## config.mk

```make
export PLATFORM = sky130hd
export DESIGN_NAME = mcast_flush_sweeper
export DESIGN_NICKNAME = d
export VERILOG_FILES = /design/src/rtl/mfs_pkg.sv /design/src/rtl/mfs_walker.sv /design/src/rtl/mfs_entry_edit.sv /design/src/rtl/mcast_flush_sweeper.sv
export SDC_FILE = /design/constraint.sdc
export NUM_CORES = 1
export LEC_CHECK = 0
export ABC_AREA = 0
export BUFFER_PORTS_ARGS = -buffer_cell sky130_fd_sc_hd__buf_4
export CAP_MARGIN = 20
export CORE_MARGIN = 2
export CORE_UTILIZATION = 33
export DETAILED_ROUTE_END_ITERATION = 12
export GPL_ROUTABILITY_DRIVEN = 1
export PLACE_DENSITY_LB_ADDON = 0.05
export SKIP_CTS_REPAIR_TIMING = 1
export SYNTH_ARGS = -nofsm -noshare
export SYNTH_HDL_FRONTEND = slang
export SYNTH_HIERARCHICAL = 1
export SYNTH_SLANG_ARGS = --single-unit
export TNS_END_PERCENT = 5
```

## constraint.sdc

```tcl
create_clock -name clk -period 1.3 [get_ports clk]
set_input_delay 0.26 -clock clk [delete_from_list [all_inputs] [get_ports clk]]
set_output_delay 0.26 -clock clk [all_outputs]
set_load 0.03 [all_outputs]
```

## src/rtl/mfs_pkg.sv

```systemverilog
package mfs_pkg;
   localparam int TYPE_LSB  = 60;
   localparam int VID_LSB   = 48;
   localparam int VID_W     = 12;
   localparam int MCAST_BIT = 40;
   localparam int SUPER_BIT = 65;
   localparam int PMASK_LSB = 66;
   localparam int ADDR_W    = 48;

   localparam logic [1:0] KIND_FREE      = 2'd0;
   localparam logic [1:0] KIND_ADDR      = 2'd1;
   localparam logic [1:0] KIND_VLAN_ADDR = 2'd3;

   typedef enum logic [1:0] {
      SW_IDLE = 2'd0,
      SW_READ = 2'd1,
      SW_EVAL = 2'd2
   } sweep_state_e;
endpackage

```

## src/rtl/mfs_walker.sv

```systemverilog
module mfs_walker
   import mfs_pkg::*;
#(
   parameter int DEPTH = 16,
   localparam int AW = (DEPTH > 1) ? $clog2(DEPTH) : 1
) (
   input  logic          clk,
   input  logic          rst_n,
   input  logic          start_i,
   output logic          busy_o,
   output logic          done_o,
   output logic          accept_o,
   output logic          read_ph_o,
   output logic          eval_ph_o,
   output logic [AW-1:0] slot_o
);
   localparam logic [AW-1:0] LAST_SLOT = AW'(DEPTH - 1);

   sweep_state_e  state_q;
   logic [AW-1:0] slot_q;
   logic          done_q;

   assign accept_o  = (state_q == SW_IDLE) && start_i;
   assign read_ph_o = (state_q == SW_READ);
   assign eval_ph_o = (state_q == SW_EVAL);
   assign busy_o    = (state_q != SW_IDLE);
   assign done_o    = done_q;
   assign slot_o    = slot_q;

   always_ff @(posedge clk) begin
      if (!rst_n) begin
         state_q <= SW_IDLE;
         slot_q  <= '0;
         done_q  <= 1'b0;
      end else begin
         done_q <= 1'b0;
         unique case (state_q)
            SW_IDLE: begin
               if (start_i) begin
                  state_q <= SW_READ;
                  slot_q  <= '0;
               end
            end
            SW_READ: state_q <= SW_EVAL;
            SW_EVAL: begin
               if (slot_q == LAST_SLOT) begin
                  state_q <= SW_IDLE;
                  done_q  <= 1'b1;
               end else begin
                  slot_q  <= slot_q + 1'b1;
                  state_q <= SW_READ;
               end
            end
            default: state_q <= SW_IDLE;
         endcase
      end
   end
endmodule

```

## src/rtl/mfs_entry_edit.sv

```systemverilog
module mfs_entry_edit
   import mfs_pkg::*;
#(
   parameter int NPORTS  = 3,
   parameter int ENTRY_W = 72
) (
   input  logic [ENTRY_W-1:0] entry_i,
   input  logic [NPORTS-1:0]  drop_mask_i,
   input  logic [VID_W-1:0]   vid_i,
   input  logic               any_vid_i,
   output logic               modify_o,
   output logic [ENTRY_W-1:0] entry_o
);
   logic [1:0]        kind;
   logic              kind_ok, vid_ok, is_mc, is_super, is_bcast, overlap;
   logic [NPORTS-1:0] old_mask, new_mask;

   always_comb begin
      kind     = entry_i[TYPE_LSB +: 2];
      kind_ok  = (kind == KIND_ADDR) || (kind == KIND_VLAN_ADDR);
      vid_ok   = any_vid_i || (entry_i[VID_LSB +: VID_W] == vid_i);
      is_mc    = entry_i[MCAST_BIT];
      is_super = entry_i[SUPER_BIT];
      is_bcast = &entry_i[ADDR_W-1:0];
      old_mask = entry_i[PMASK_LSB +: NPORTS];
      overlap  = |(old_mask & drop_mask_i);
      new_mask = old_mask & ~drop_mask_i;

      modify_o = kind_ok && vid_ok && is_mc && !is_super && !is_bcast && overlap;

      entry_o = entry_i;
      entry_o[PMASK_LSB +: NPORTS] = new_mask;
      if (new_mask == '0) entry_o[TYPE_LSB +: 2] = KIND_FREE;
   end
endmodule

```

## src/rtl/mcast_flush_sweeper.sv

```systemverilog
module mcast_flush_sweeper
   import mfs_pkg::*;
#(
   parameter int NPORTS  = 3,
   parameter int DEPTH   = 16,
   parameter int ENTRY_W = 72,
   localparam int AW = (DEPTH > 1) ? $clog2(DEPTH) : 1
) (
   input  logic               clk,
   input  logic               rst_n,
   input  logic               start_i,
   input  logic [NPORTS-1:0]  flush_mask_i,
   input  logic [11:0]        vid_i,
   input  logic               any_vid_i,
   output logic               busy_o,
   output logic               done_o,
   output logic               rd_en_o,
   output logic [AW-1:0]      rd_addr_o,
   input  logic [ENTRY_W-1:0] rd_data_i,
   output logic               wr_en_o,
   output logic [AW-1:0]      wr_addr_o,
   output logic [ENTRY_W-1:0] wr_data_o
);
   if (NPORTS < 1) begin : g_bad_ports
      $error("NPORTS must be at least 1");
   end
   if (DEPTH < 2) begin : g_bad_depth
      $error("DEPTH must be at least 2");
   end
   if (ENTRY_W < PMASK_LSB + NPORTS) begin : g_bad_width
      $error("ENTRY_W too narrow for the port mask");
   end

   logic              accept, read_ph, eval_ph, modify;
   logic [AW-1:0]     slot;
   logic [NPORTS-1:0] req_mask_q;
   logic [VID_W-1:0]  req_vid_q;
   logic              req_any_q;
   logic [ENTRY_W-1:0] edited;

   mfs_walker #(.DEPTH(DEPTH)) u_walker (
      .clk       (clk),
      .rst_n     (rst_n),
      .start_i   (start_i),
      .busy_o    (busy_o),
      .done_o    (done_o),
      .accept_o  (accept),
      .read_ph_o (read_ph),
      .eval_ph_o (eval_ph),
      .slot_o    (slot)
   );

   always_ff @(posedge clk) begin
      if (!rst_n) begin
         req_mask_q <= '0;
         req_vid_q  <= '0;
         req_any_q  <= 1'b0;
      end else if (accept) begin
         req_mask_q <= flush_mask_i;
         req_vid_q  <= vid_i;
         req_any_q  <= any_vid_i;
      end
   end

   mfs_entry_edit #(.NPORTS(NPORTS), .ENTRY_W(ENTRY_W)) u_edit (
      .entry_i     (rd_data_i),
      .drop_mask_i (req_mask_q),
      .vid_i       (req_vid_q),
      .any_vid_i   (req_any_q),
      .modify_o    (modify),
      .entry_o     (edited)
   );

   assign rd_en_o   = read_ph;
   assign rd_addr_o = slot;
   assign wr_en_o   = eval_ph && modify;
   assign wr_addr_o = slot;
   assign wr_data_o = edited;
endmodule

```

Word level (Yosys, flattened, before mapping) --
Index checks and enable logic that the tools add are counted. W data, S select, Z words.
Storage, ports and cells: bits of input ports 91, flip-flop bits (word level) 23, word-level logic and storage cells 45, output and inout bits 84
Cells by class: bitwise operators 3, muxes and demuxes 8, reductions and logical operators 19, $add $sub $neg 1, equality and inequality tests 8
Operators by type and width (count):
- $reduce_and A48 Y1 | 1
- $eq A12 B12 Y1 | 1
- $mux W4 | 2
- $pmux W4 S2 | 1
- $logic_and A1 B1 Y1 | 7
- $and A3 B3 Y3 | 2
- $pmux W2 S3 | 1
- $add A4 B1 Y4 const B | 1
- $eq A2 B1 Y1 const B | 2
- $eq A2 B2 Y1 const B | 2
- $eq A4 B4 Y1 const B | 1
- $mux W2 | 2
- $ne A2 B2 Y1 const B | 2
- $reduce_bool A2 Y1 | 2
- $logic_not A3 Y1 | 1
- $not A3 Y3 | 1
- $reduce_and A3 Y1 | 1
- $reduce_or A3 Y1 | 1
- $logic_not A1 Y1 | 2
- $logic_not A2 Y1 | 1
- $logic_or A1 B1 Y1 | 2
- $mux W1 | 2
- $reduce_and A2 Y1 | 1

Depth between registers and ports, before layout --
Gate-level depths: netlist of run 1.
depth in word-level cells 8, gate-level depth with buffers 6

Hierarchy --
The synthesis of run 1 kept the hierarchy.
By module, submodules not included:
- mfs_entry_edit | cells an instance 109, area an instance 800.8 µm², instances 1, seq. area each 0.0 µm²
- mcast_flush_sweeper | cells an instance 56, area an instance 651.9 µm², instances 1, seq. area each 320.3 µm²
- mfs_walker | cells an instance 36, area an instance 345.3 µm², instances 1, seq. area each 140.1 µm²

Worst setup path before layout of run 1 --
Ideal clock, no wire load.
path kind register -> output, start point reg req_vid_q[0], end point out wr_en_o, data arrival time 1.263 ns, cell stages (with the launch flop) 6, path slack -0.223 ns, required time 1.040 ns, path through dfxtp_1 > xor2_1 > nor4_1 > a31oi_1 > nor3_2 > and2_1
On the way: cells in the longest elaborated chain, start to end 8
RTL lines:
- start: declaration | RTL line mcast_flush_sweeper.sv:37 | logic [VID_W-1:0] req_vid_q;
- start signal: assignment | RTL line mcast_flush_sweeper.sv:60 | req_vid_q <= vid_i;
- $eq A12 B12 Y1 | RTL line mfs_entry_edit.sv:21 | vid_ok = any_vid_i || (entry_i[VID_LSB +: VID_W] == vid_i);
- $logic_or A1 B1 Y1 | RTL line mfs_entry_edit.sv:21
- $logic_and A1 B1 Y1 (5 in series) | RTL line mfs_entry_edit.sv:29 | modify_o = kind_ok && vid_ok && is_mc && !is_super && !is_bcast && overlap;
- net modify | RTL line mcast_flush_sweeper.sv:34 | logic accept, read_ph, eval_ph, modify;
- $logic_and A1 B1 Y1 | RTL line mcast_flush_sweeper.sv:76 | assign wr_en_o = eval_ph && modify;
- end: declaration | RTL line mcast_flush_sweeper.sv:20 | output logic wr_en_o,
The timed path passes the listed nets, and every way through them passes these cells.

Final worst setup path of run 1 --
start point reg req_vid_q[2], end point out wr_en_o
The elaborated chain is that of the path after synthesis.

==> results of run 1 <==
through the flow:
stage          std cells  utilization, %  worst slack [ps]
2_1_floorplan        201               -             -85.8
3_3_place_gp         385            53.5              -477
3_5_place_dp         385            53.5              -473
4_1_cts              389            54.4              -699
5_1_grt              389            56.0              -725
6_report             389            56.0              -593
where the power goes:
part / switching, mW / internal (mW) / leakage (nW)
logic: 0.479 / 0.479 / 1.24
clock network: 0.222 / 0.214 / 0.0255
registers: 0.0243 / 0.744 / 0.191
total: 0.726 / 1.44 / 1.46
metal layers:
layer | part of all wire [%] | up-vias | track usage [%] | routed length [um]
met3 | 8.4 | 6 | 4.30 | 445
met1 | 35 | 766 | 16.1 | 1870
met5 | 0 | - | 0 | 0
met4 | 0.93 | 0 | 4.64 | 49
met2 | 55 | 81 | 31.4 | 2920
li1 | - | 846 | - | -
registers in the layout, summed over array words and instances (netlist names):
register and count:
req_any_q 1, req_mask_q 3, u_walker/done_o 1, req_vid_q 12, u_walker/slot_o 4, u_walker/state_q 2
worst min-delay path: stages:
cell,delay (ps)
buf_4,80
mux2i_1,50
nor2b_1,90
how the worst max path moves through the flow:
stage	startpoint	end	cells past startpoint
2_1_floorplan	req_mask_q[1]	wr_en_o	4
3_3_place_gp	rd_data_i[52]	wr_en_o	7
3_5_place_dp	rd_data_i[52]	wr_en_o	7
4_1_cts	req_vid_q[2]	wr_en_o	6
5_1_grt	req_vid_q[4]	wr_en_o	6
6_report	req_vid_q[2]	wr_en_o	6
cell type report:
class	count	area (um2)
inverter	2	7.51
sequential	23	468
fill	492	2280
clock inverter	1	5.00
clock buffer	3	41.3
timing repair buffer	190	1470
tap	70	87.6
multi-input combinational	100	821
layout by cell type (no fill, tap or decap), drive strengths merged, types with 2 or more instances in the layout:
cell | Yosys | layout
buf | 74 | 190
dfxtp | 23 | 23
nor2b | 20 | 20
mux2i | 17 | 17
nand4 | 13 | 13
xor2 | 12 | 12
nor4 | 6 | 6
and2 | 5 | 5
nand2 | 4 | 4
clkbuf | 2 | 3
and3 | 3 | 3
inv | 2 | 2
nand3 | 2 | 2
nand3b | 2 | 2
or3 | 2 | 2
nor2 | 2 | 2
cell families (layout without fill, tap and decap cells):
kind of cell               count (synthesis)  in the layout  share of synthesized area, %
buffers and inverters                     78            196                          32.6
and+or+nand+nor                           63             63                          21.8
DFF                                       23             23                          25.6
muxes                                     17             17                          9.46
xor gates and xnor gates                  12             12                          5.85
AOI/OAI and AO/OA                          7              7                          3.97
adders and majority gates                  1              1                         0.696
==> results.sh, run 1 <==
export IMPL_r2r_start="u_walker/slot_o[0]"
export IMPL_r2r_cells=4
export IMPL_report_final_slew_viol_count=0
export IMPL_power_mw=2.16
export IMPL_power_density_mw_per_mm2=747
export IMPL_grt_usage_pct=15.9
export IMPL_synth_edf_count=0
export IMPL_slowest_delay_ps=320
export IMPL_clk_pin_slew_ps=80
export IMPL_critPathArrivalTime_ps=1630
export IMPL_synth_area_mm2=0.00180
export IMPL_place_area_mm2=0.00277
export IMPL_fin_ws_ps=-593
export IMPL_max_slew_margin_rel_pct=78.0
export IMPL_synth_seq_cells=23
export IMPL_async_reset_ff_share_pct=0
export IMPL_htreeDepth=1
export IMPL_die_width_um=77.8
export IMPL_hold_path_end="req_vid_q[0]"
export IMPL_fin_area_mm2=0.00290
export IMPL_cts_root_buf="clkbuf_8"
export IMPL_crit_type="reg -> out"
export IMPL_worstHoldStart="vid_i[0]"
export IMPL_wl_per_cell_um=13.6
export IMPL_crit_slowest_cell="dfxtp_1"
export IMPL_grt_pass1_wl_um=7820
export IMPL_period_minus_slack_ps=1890
export IMPL_fp_dieH_um=77.8
export IMPL_tritoncts="yes"
export IMPL_nets=412
export IMPL_status="complete, but fails checks"
export IMPL_synthTopCellsByCount="buf_4 (72), dfxtp_1 (23), nor2b_1 (20)"
export IMPL_worstMarginPinSlew_ps=330
export IMPL_design_core_area_mm2=0.00517
export IMPL_setup_viol=8
export IMPL_path_cells="xor2_1 > nor4_2 > a31oi_1 > nor3_2 > and2_4 > buf_6"
export IMPL_first_iter_violations=19
export IMPL_finalSetupTns_ps=-1390
export IMPL_cp_max_fo=2
export IMPL_fin_skew_ps=2.03
export IMPL_post_route_period_util_pct=146
export IMPL_worstHoldPathType="in -> reg"
export IMPL_boundaryPins=175
export IMPL_yosys_warnings=6
export IMPL_violations="negative setup slack"
export IMPL_hold_violations=0
export IMPL_rsz0062_at_grt="yes"
export IMPL_grt_max_degree=28
export IMPL_gr_total_overflow=0
export IMPL_yosys_area_top_type_share_pct=30.1
export IMPL_r2r_end="u_walker/slot_o[3]"
export IMPL_synth_area_top_cells="buf_4 (30%), dfxtp_1 (26%), mux2i_1 (9.5%)"
export IMPL_cts_sinks=23
export IMPL_firstDrtPassIters=4
export IMPL_via_count=1699
export IMPL_drc=0
export IMPL_yosys_area_top_type="buf_4"
export IMPL_leakagePower_nw=1.46
export IMPL_antennaDiodeCount=0
export IMPL_grt_pass1_vias=1686
export IMPL_area_growth_pct=61.0
export IMPL_drv_cap=0
export IMPL_cts_buffers=3
export IMPL_antenna_found_initial=0
export IMPL_startpoint_type="flip-flop"
export IMPL_wl_um=5280
export IMPL_drive_gt1_share_pct=68.3
export IMPL_via_per_inst=4.37
export IMPL_syn_inst=201
export IMPL_critPathCaptureType="primary output"
export IMPL_peakVddDrop_mv=0.471
export IMPL_drtAntennaViolNets=0
export IMPL_hold_slack_ps=251
export IMPL_critPathTopFamily="simple AND/OR/NAND/NOR gates"
export IMPL_die_area_mm2=0.00606
export IMPL_num_rows=26
export IMPL_critPathBufInv=1
export IMPL_hpwl_um=4390
export IMPL_fmax_mhz=528
export IMPL_start_util_pct=34.8
export IMPL_synth_ff_type="dfxtp_1"
export IMPL_hold_path_depth=3
export IMPL_yosysMostFrequentCell="buf_4"
export IMPL_io_buffers=162
export IMPL_rrSetupSlack_ps=-10
export IMPL_clock_path_buffers=2
export IMPL_place_congestion=0.732
export IMPL_crit_required_ps=1040
export IMPL_ys_seq_area_share_pct=25.6
export IMPL_syn_area_per_cell_um2=8.95
export IMPL_clk_latency_ps=260
export IMPL_syn_num_nets=293
export IMPL_synth_cell_type_count=32
(Power assumes the default switching activity.)
==> run 2, diff against run 1 <==
--- a/config.mk
+++ b/config.mk
@@ -9,7 +9,7 @@
 export BUFFER_PORTS_ARGS = -buffer_cell sky130_fd_sc_hd__buf_4
 export CAP_MARGIN = 20
 export CORE_MARGIN = 2
-export CORE_UTILIZATION = 33
+export CORE_UTILIZATION = 37
 export DETAILED_ROUTE_END_ITERATION = 12
 export GPL_ROUTABILITY_DRIVEN = 1
 export PLACE_DENSITY_LB_ADDON = 0.05
==> constraint.sdc (replaced) <==
create_clock -name clk -period 2.1 [get_ports clk]
set_input_delay 0.42 -clock clk [delete_from_list [all_inputs] [get_ports clk]]
set_output_delay 0.42 -clock clk [all_outputs]
set_load 0.03 [all_outputs]
==> run 2 against run 1 <==
Effect of this change:
- the run now ends clean
- hold slack gained 160 ps
- global-route usage down 0.27 points
- final cell count down 11%
- clock power fell by 38%
- largest power group unchanged
- register-to-register slack better by 630 ps
- clock-buffer cell count is the same
- via count is 6.1% lower
- sequential share of layout area grew 1.7 points
==> results.sh, run 2 (synthesized netlist as in run 1, its figures left out) <==
export IMPL_status="finished, final reports clean"
export IMPL_worstMarginPinSlew_ps=326
export IMPL_cts_buffers=3
export IMPL_drv_cap=0
export IMPL_die_area_mm2=0.00543
export IMPL_wl_um=4640
export IMPL_hold_slack_ps=414
export IMPL_start_util_pct=38.3
export IMPL_postLayoutCoreUtil_pct=55.4
export IMPL_clk_pin_slew_ps=80
export IMPL_path_cells="xor2_2 > nor4_2 > a31oi_1 > nor3_2 > and2_1 > buf_6"
export IMPL_cts_sinks=23
export IMPL_grt_pass1_wl_um=6720
export IMPL_wl_per_cell_um=13.4
export IMPL_via_per_inst=4.60
export IMPL_crit_type="reg -> out"
export IMPL_cts_root_buf="clkbuf_8"
export IMPL_hpwl_um=3980
export IMPL_post_route_period_util_pct=96.1
export IMPL_clk_latency_ps=260
export IMPL_place_congestion=0.753
export IMPL_cp_max_fo=2
export IMPL_crit_slowest_cell="dfxtp_2"
export IMPL_critPathTopFamily="simple AND/OR/NAND/NOR gates"
export IMPL_fp_dieH_um=73.7
export IMPL_worstHoldPathType="in -> reg"
export IMPL_clock_path_buffers=2
export IMPL_hold_violations=0
export IMPL_setup_viol=0
export IMPL_grt_usage_pct=15.7
export IMPL_htreeDepth=1
export IMPL_critPathArrivalTime_ps=1600
export IMPL_rsz0062_at_grt="yes"
export IMPL_nets=386
export IMPL_num_rows=25
export IMPL_peakVddDrop_mv=0.393
export IMPL_via_count=1596
export IMPL_regMostFlops="req_vid_q"
export IMPL_drc=0
export IMPL_crit_required_ps=1680
export IMPL_period_minus_slack_ps=2020
export IMPL_layout_commonest_cell="buf_4"
export IMPL_tritoncts="yes"
export IMPL_place_area_mm2=0.00252
export IMPL_grt_pass1_vias=1446
export IMPL_area_growth_pct=44.5
export IMPL_design_core_area_mm2=0.00469
export IMPL_leakagePower_nw=1.29
export IMPL_largest_reg_flops=12
export IMPL_max_slew_margin_rel_pct=78.2
export IMPL_power_density_mw_per_mm2=493
export IMPL_report_final_slew_viol_count=0
export IMPL_fmax_mhz=495
export IMPL_antenna_found_initial=0
export IMPL_finalSetupTns_ps=0
export IMPL_grt_max_degree=28
export IMPL_critPathCaptureType="primary output"
export IMPL_firstDrtPassIters=4
export IMPL_io_buffers=162
export IMPL_first_iter_violations=37
export IMPL_startpoint_type="flip-flop"
export IMPL_slowest_delay_ps=340
export IMPL_die_width_um=73.7
export IMPL_fin_skew_ps=5.30
export IMPL_fin_area_mm2=0.00260
export IMPL_drive_gt1_share_pct=62.1
export IMPL_critPathBufInv=1
export IMPL_boundaryPins=175
export IMPL_gr_total_overflow=0
export IMPL_antennaDiodeCount=0
export IMPL_drtAntennaViolNets=0
export IMPL_layout_common_cells="buf_4 (163), dfxtp_1 (21), nor2b_1 (20), mux2i_1 (17), nand4_1 (13)"
[run 2: cell count changes in the layout (fill, tap and decap cells not counted), moves of 4 or more]
cell,change
buf_4,-19
dfxtp_1,+4
buf_6,-6
dfxtp_2,-4
[run 2: worst min-delay path, delay by kind of cell]
| family | cells | cell delay, ps |
|---|---|---|
| simple gates | 1 | 90 |
| buf+inv | 1 | 80 |
| mux | 1 | 50 |
[run 2: path summary, 6_finish.rpt]
check / start / endpoint / slack (ps) / cells past startpoint
worst min-delay path: vid_i[7] / req_vid_q[7] / 410 / 3
worst max-delay path: req_vid_q[4] / wr_en_o / 80 / 6
worst min register to register: u_walker/slot_o[1] / u_walker/slot_o[1] / 510 / 2
worst max register to register: u_walker/state_q[1] / req_any_q / 620 / 5
[run 2: final cells by class]
type	instances	area [um2]
fillers	469	2090
clock buffers	3	41.3
inverters	2	7.51
multi-input cells	100	779
repair buffers	164	1230
flip-flops and latches	23	463
clock inverters	1	5.00
well taps	54	67.6
[run 2: per-stage QoR]
stage	total power, mW	worst slack [ps]	std cells
3_5_place_dp	1.02	5.92	343
3_3_place_gp	1.01	20.6	343
2_1_floorplan	0.860	283	201
6_report	1.28	81.0	347
4_1_cts	1.29	-99.4	347
5_1_grt	1.35	-17.9	347
[run 2: metal layers]
| metal | track usage, % | routed length [um] |
|---|---|---|
| met3 | 3.43 | 463 |
| met2 | 28.0 | 2410 |
| met1 | 18.7 | 1720 |
| met5 | 0 | 0 |
| met4 | 4.44 | 48 |
[run 2: power by group]
part           switching, mW  leakage [nW]  total (mW)  internal, mW
Combinational          0.279          1.08       0.531         0.252
Clock                  0.138        0.0255       0.270         0.132
Sequential            0.0190         0.189       0.479         0.460
Total                  0.436          1.29        1.28         0.844
